### config.mk
export PLATFORM = sky130hd
export DESIGN_NAME = split_phase_regfile
export DESIGN_NICKNAME = d
export VERILOG_FILES = /design/src/rtl/rf_pkg.sv /design/src/rtl/rf_wr_decode.sv /design/src/rtl/rf_storage.sv /design/src/rtl/rf_read_port.sv /design/src/rtl/split_phase_regfile.sv
export SDC_FILE = /design/constraint.sdc
export NUM_CORES = 2
export LEC_CHECK = 0
export BUFFER_PORTS_ARGS = -buffer_cell sky130_fd_sc_hd__buf_2
export CAP_MARGIN = 20
export CORE_AREA = 8 8 291 293
export DETAILED_ROUTE_END_ITERATION = 8
export DIE_AREA = 0 0 299 301
export PLACE_DENSITY = 0.84
export SYNTH_ARGS = -nofsm -noshare
export SYNTH_HDL_FRONTEND = slang
export SYNTH_HIERARCHICAL = 1
export SYNTH_SLANG_ARGS = --single-unit
### constraint.sdc
create_clock -name clk -period 3.05 [get_ports clk]
set_clock_uncertainty 0.1 [all_clocks]
set_input_delay 0.1525 -clock clk [delete_from_list [all_inputs] [get_ports clk]]
set_output_delay 0.1525 -clock clk [all_outputs]
set_load 0.005 [all_outputs]
### src/rtl/rf_pkg.sv
package rf_pkg;

   localparam int unsigned RF_DEF_WIDTH   = 32;
   localparam int unsigned RF_DEF_ENTRIES = 32;

   // Returns 1 when a pending commit must be forwarded to a read of rd_idx.
   function automatic logic fwd_hit(input logic        en,
                                    input int unsigned w_idx,
                                    input int unsigned rd_idx,
                                    input logic        zero_pinned);
      logic hit;
      hit = en && (w_idx == rd_idx);
      if (zero_pinned && (w_idx == 0)) hit = 1'b0;
      return hit;
   endfunction

endpackage

### src/rtl/rf_wr_decode.sv
module rf_wr_decode #(
   parameter int unsigned ENTRIES   = 32,
   parameter bit          ZERO_REG  = 1'b1,
   localparam int unsigned AW       = $clog2(ENTRIES)
) (
   input  logic               clk,
   input  logic               rst,
   input  logic               wr_en,
   input  logic [AW-1:0]      wr_addr,
   output logic [ENTRIES-1:0] wr_sel
);

   for (genvar e = 0; e < ENTRIES; e++) begin : g_sel
      if (ZERO_REG && (e == 0)) begin : g_pinned
         assign wr_sel[e] = 1'b0;
      end else begin : g_live
         assign wr_sel[e] = wr_en && (wr_addr == AW'(e));
      end
   end

   // at most one entry is selected by any commit
   a_r8_single_target: assert property (@(posedge clk) disable iff (rst)
      $onehot0(wr_sel));

   // no entry is selected without the enable
   a_r9_idle_no_select: assert property (@(posedge clk) disable iff (rst)
      !wr_en |-> (wr_sel == '0));

endmodule

### src/rtl/rf_storage.sv
module rf_storage #(
   parameter int unsigned WIDTH    = 32,
   parameter int unsigned ENTRIES  = 32,
   parameter bit          ZERO_REG = 1'b1
) (
   input  logic                            clk,
   input  logic                            rst,
   input  logic [ENTRIES-1:0]              wr_sel,
   input  logic [WIDTH-1:0]                wr_data,
   output logic [ENTRIES-1:0][WIDTH-1:0]   regs_q
);

   for (genvar e = 0; e < ENTRIES; e++) begin : g_ent
      if (ZERO_REG && (e == 0)) begin : g_const
         assign regs_q[e] = '0;
      end else begin : g_flop
         logic [WIDTH-1:0] val_q;
         always_ff @(posedge clk) begin
            if (rst)            val_q <= '0;
            else if (wr_sel[e]) val_q <= wr_data;
         end
         assign regs_q[e] = val_q;
      end
   end

   // entry 0 never leaves zero when pinned
   if (ZERO_REG) begin : g_zero_chk
      a_r4_entry0_zero: assert property (@(posedge clk) disable iff (rst)
         regs_q[0] == '0);
   end

   // an edge with nothing selected changes no entry
   a_r9_hold_state: assert property (@(posedge clk) disable iff (rst)
      (wr_sel == '0) |=> $stable(regs_q));

endmodule

### src/rtl/rf_read_port.sv
module rf_read_port
   import rf_pkg::*;
#(
   parameter int unsigned WIDTH    = 32,
   parameter int unsigned ENTRIES  = 32,
   parameter bit          ZERO_REG = 1'b1,
   parameter bit          FORWARD  = 1'b1,
   localparam int unsigned AW      = $clog2(ENTRIES)
) (
   input  logic [AW-1:0]                   rd_addr,
   input  logic [ENTRIES-1:0][WIDTH-1:0]   regs_q,
   input  logic                            wr_en,
   input  logic [AW-1:0]                   wr_addr,
   input  logic [WIDTH-1:0]                wr_data,
   output logic [WIDTH-1:0]                rd_data
);

   logic [WIDTH-1:0] stored;
   assign stored = regs_q[rd_addr];

   if (FORWARD) begin : g_fwd
      logic hit;
      always_comb begin
         hit     = fwd_hit(wr_en, int'(wr_addr), int'(rd_addr), ZERO_REG);
         rd_data = hit ? wr_data : stored;
      end
   end else begin : g_plain
      assign rd_data = stored;
   end

endmodule

### src/rtl/split_phase_regfile.sv
module split_phase_regfile
   import rf_pkg::*;
#(
   parameter int unsigned WIDTH    = RF_DEF_WIDTH,
   parameter int unsigned ENTRIES  = RF_DEF_ENTRIES,
   parameter bit          ZERO_REG = 1'b1,
   parameter bit          FORWARD  = 1'b1,
   localparam int unsigned AW      = $clog2(ENTRIES),
   localparam int unsigned NRD     = 2
) (
   input  logic             clk,
   input  logic             rst,
   input  logic             wr_en,
   input  logic [AW-1:0]    wr_addr,
   input  logic [WIDTH-1:0] wr_data,
   input  logic [AW-1:0]    rd_addr_a,
   output logic [WIDTH-1:0] rd_data_a,
   input  logic [AW-1:0]    rd_addr_b,
   output logic [WIDTH-1:0] rd_data_b
);

   initial begin
      if (WIDTH < 1)              $error("WIDTH must be at least 1");
      if (ENTRIES < 2)            $error("ENTRIES must be at least 2");
      if ((1 << AW) != ENTRIES)   $error("ENTRIES must be a power of two");
   end

   logic [ENTRIES-1:0]            wr_sel;
   logic [ENTRIES-1:0][WIDTH-1:0] regs_q;
   logic [NRD-1:0][AW-1:0]        rd_addr_v;
   logic [NRD-1:0][WIDTH-1:0]     rd_data_v;

   assign rd_addr_v[0] = rd_addr_a;
   assign rd_addr_v[1] = rd_addr_b;
   assign rd_data_a    = rd_data_v[0];
   assign rd_data_b    = rd_data_v[1];

   rf_wr_decode #(.ENTRIES(ENTRIES), .ZERO_REG(ZERO_REG)) u_dec (
      .clk(clk), .rst(rst), .wr_en(wr_en), .wr_addr(wr_addr), .wr_sel(wr_sel));

   rf_storage #(.WIDTH(WIDTH), .ENTRIES(ENTRIES), .ZERO_REG(ZERO_REG)) u_store (
      .clk(clk), .rst(rst), .wr_sel(wr_sel), .wr_data(wr_data), .regs_q(regs_q));

   for (genvar p = 0; p < NRD; p++) begin : g_rd
      rf_read_port #(.WIDTH(WIDTH), .ENTRIES(ENTRIES), .ZERO_REG(ZERO_REG),
                     .FORWARD(FORWARD)) u_port (
         .rd_addr(rd_addr_v[p]), .regs_q(regs_q), .wr_en(wr_en),
         .wr_addr(wr_addr), .wr_data(wr_data), .rd_data(rd_data_v[p]));
   end

   // a committed non-zero write is held by the storage next cycle
   a_r2_commit_lands: assert property (@(posedge clk) disable iff (rst)
      (wr_en && (wr_addr != '0)) |=> (regs_q[$past(wr_addr)] == $past(wr_data)));

   // reset leaves storage all zero
   a_r1_reset_clear: assert property (@(posedge clk) disable iff (rst)
      $fell(rst) |-> (regs_q == '0));

   if (ZERO_REG) begin : g_zero_ports
      // address zero reads zero on both ports
      a_r3_zero_port_a: assert property (@(posedge clk) disable iff (rst)
         (rd_addr_a == '0) |-> (rd_data_a == '0));
      a_r3_zero_port_b: assert property (@(posedge clk) disable iff (rst)
         (rd_addr_b == '0) |-> (rd_data_b == '0));
   end

   if (FORWARD) begin : g_fwd_chk
      // a pending commit is visible on a matching read port
      a_r5_forward_a: assert property (@(posedge clk) disable iff (rst)
         (wr_en && (wr_addr != '0) && (wr_addr == rd_addr_a)) |-> (rd_data_a == wr_data));
      a_r5_forward_b: assert property (@(posedge clk) disable iff (rst)
         (wr_en && (wr_addr != '0) && (wr_addr == rd_addr_b)) |-> (rd_data_b == wr_data));
   end

   // equal addresses on both ports give equal data
   a_r7_ports_agree: assert property (@(posedge clk) disable iff (rst)
      (rd_addr_a == rd_addr_b) |-> (rd_data_a == rd_data_b));

endmodule

==> flow_summary.ini <==
[status]
outcome = complete, but fails checks
failed_checks = setup timing

[routing]
antenna_violating_nets_post_route = 0
drt_pass1_iterations = 6
route.vias.total = 41893
postRouteWirelength_microns = 167000
route.detailed.vias_per_inst = 6.98
dr.first_iter.drc_count = 5325
avgRoutedWirePerCell_microns = 27.8
remaining_drc_errors = 0

[final_layout]
fill_cells = 5179
utilization = 0.731
largest_registers = u_store/g_ent.g_flop.val_q (992)
layout_common_cells = sky130_fd_sc_hd__mux2i_1 (1,300), sky130_fd_sc_hd__nor2_1 (1,080), sky130_fd_sc_hd__dfxtp_1 (992), sky130_fd_sc_hd__mux4_2 (412), sky130_fd_sc_hd__buf_4 (158)
layout-area-overhead-vs-synth_pct = 6.73
fin_area_sq_um = 58400
mostFrequentLayoutCell = sky130_fd_sc_hd__mux2i_1
largest_reg_flops = 992
finish.net_count = 4901
registers.top_by_ff_count = u_store/g_ent.g_flop.val_q
finish.cell_count_without_fillers = 6000
drive_gt1_frac = 0.206

[critical_path]
worst-path-max-fanout = 3
worst_ep_arrival_time_ns = 2.81
crit_start_category = flip-flop
endpoint_kind = output port
cp_data_required_time_ns = 2.80
setup.worst_path.class = flip-flop to output port

[cts]
cts.clk_slew.worst_paths_ns = 0.06
cts.path.max_buffers = 3
clock_tree.root_cell = sky130_fd_sc_hd__clkbuf_16
postCtsSetupRepairBufs = 0
cts_num_sinks = 992
depth_of_the_cts_h_tree = 3
cts_buf_count = 101
tritoncts = built
clock_insertion_delay_worst_skew_ns = 0.68

[sta]
final_hold_viol_count = 0
setup-violations-final = 1
summed_negative_setup_slack_over_all_endpoints_ns = -0.0160
min_period_ns = 3.07
timing_max_transition_violations_final = 0
relSlewSlack = 0.256
final.setup.worst_slack_ns = -0.0160
worstMarginPinSlew_ns = 1.11
max_freq_mhz = 326
finalCritPeriodShare = 1.01
rsz0062_at_grt = no

[grt]
grt.overflow.total = 0
grt_first_pass_wirelength_microns = 251000
grt.total_usage = 0.357
number_of_global_route_vias_before_repair = 41962
grt_start_max_net_pins = 112
number_of_antenna_violations_at_the_first_check_in_global_routing = 15

[floorplanning]
dieWidth_microns = 299
io_pins = 114
start_util = 0.685
core_area_sq_um = 79900
die_area_sq_um = 90000
die_h_microns = 301
placementRows = 104

[synthesis]
post_synth.cell_area_avg_sq_um = 11.0
ys.warnings.count = 6
netlist_area_sq_um = 54700
synthCells = 4955

[place]
placement.cell_area_sq_um = 54900
post-dp-hpwl_microns = 101000
placer_congestion_estimate = 0.915
placed_cells_incl_taps = 5786
io_buffer_count = 113

[power]
power_density_over_cell_area_nw_per_um2 = 482
total_power_uw = 28200
vdd_drop_max_mv = 0.532
static-leakage-power_uw = 0.0203

[job]
drv_cap = 0

[min_path]
worstHoldPathType = input pin to flip-flop
[worst max-delay path: stages, from the launching register on]
cell and delay (ns):
sky130_fd_sc_hd__dfxtp_1 0.38, sky130_fd_sc_hd__mux4_2 0.27, sky130_fd_sc_hd__mux2i_1 0.07, sky130_fd_sc_hd__o21ai_0 0.16, sky130_fd_sc_hd__a211oi_1 0.07, sky130_fd_sc_hd__a211oi_1 0.91, sky130_fd_sc_hd__buf_2 0.27
[final cells by class]
type,instances,area (sq um),share of cell area
Inverter,2,7.51,0.000129
Sequential cell,992,19900,0.340
Timing Repair Buffer,339,2990,0.0512
Clock buffer,155,2980,0.0511
Antenna cell,10,25.0,0.000428
Clock inverter,27,267,0.00456
Multi-Input combinational cell,3415,30900,0.530
Tap cell,1060,1330,0.0227
[per-stage QoR]
step                setup WS (ns)  hold slack [ns]
CTS                         0.114          0.00798
global route               0.0386           0.0277
finish                    -0.0160           0.0427
detailed placement          0.242            0.397
global placement            0.258            0.384
floorplan                    1.23            0.200
[per-layer routing]
layer  GRT usage  up-vias  wire length [microns]
met5     0.00649        -                    126
met4       0.210       10                  11200
met3       0.106      785                  21500
met2       0.556     3017                  74600
met1       0.440    20464                  59700
li1            -    17617                      -
[path summary, 6_finish.rpt]
kind	from	endpoint	slack, ns	cells after the start
worst max-delay path	u_store/g_ent[4].g_flop.val_q[13]	rd_data_a[13]	-0.02	6
worst min-delay path	wr_data[25]	u_store/g_ent[26].g_flop.val_q[25]	0.04	3
worst max register to register	u_store/g_ent[13].g_flop.val_q[30]	u_store/g_ent[13].g_flop.val_q[30]	1.74	3
worst min register to register	u_store/g_ent[6].g_flop.val_q[0]	u_store/g_ent[6].g_flop.val_q[0]	0.41	2
[where the power goes]
part / internal [uW] / total (uW) / switching, uW
combinational: 993 / 2740 / 1750
sequential: 13100 / 13100 / 73.9
clock: 7050 / 12300 / 5260
total: 21100 / 28200 / 7090
[timing repair]
item | CTS | global route
resized for setup | 0 | 2
setup endpoints to repair | 0 | 2
hold buffers | 22 | 0
endpoints found under the hold margin | 283 | 0
Note: power is estimated with default switching activity, not from simulation.
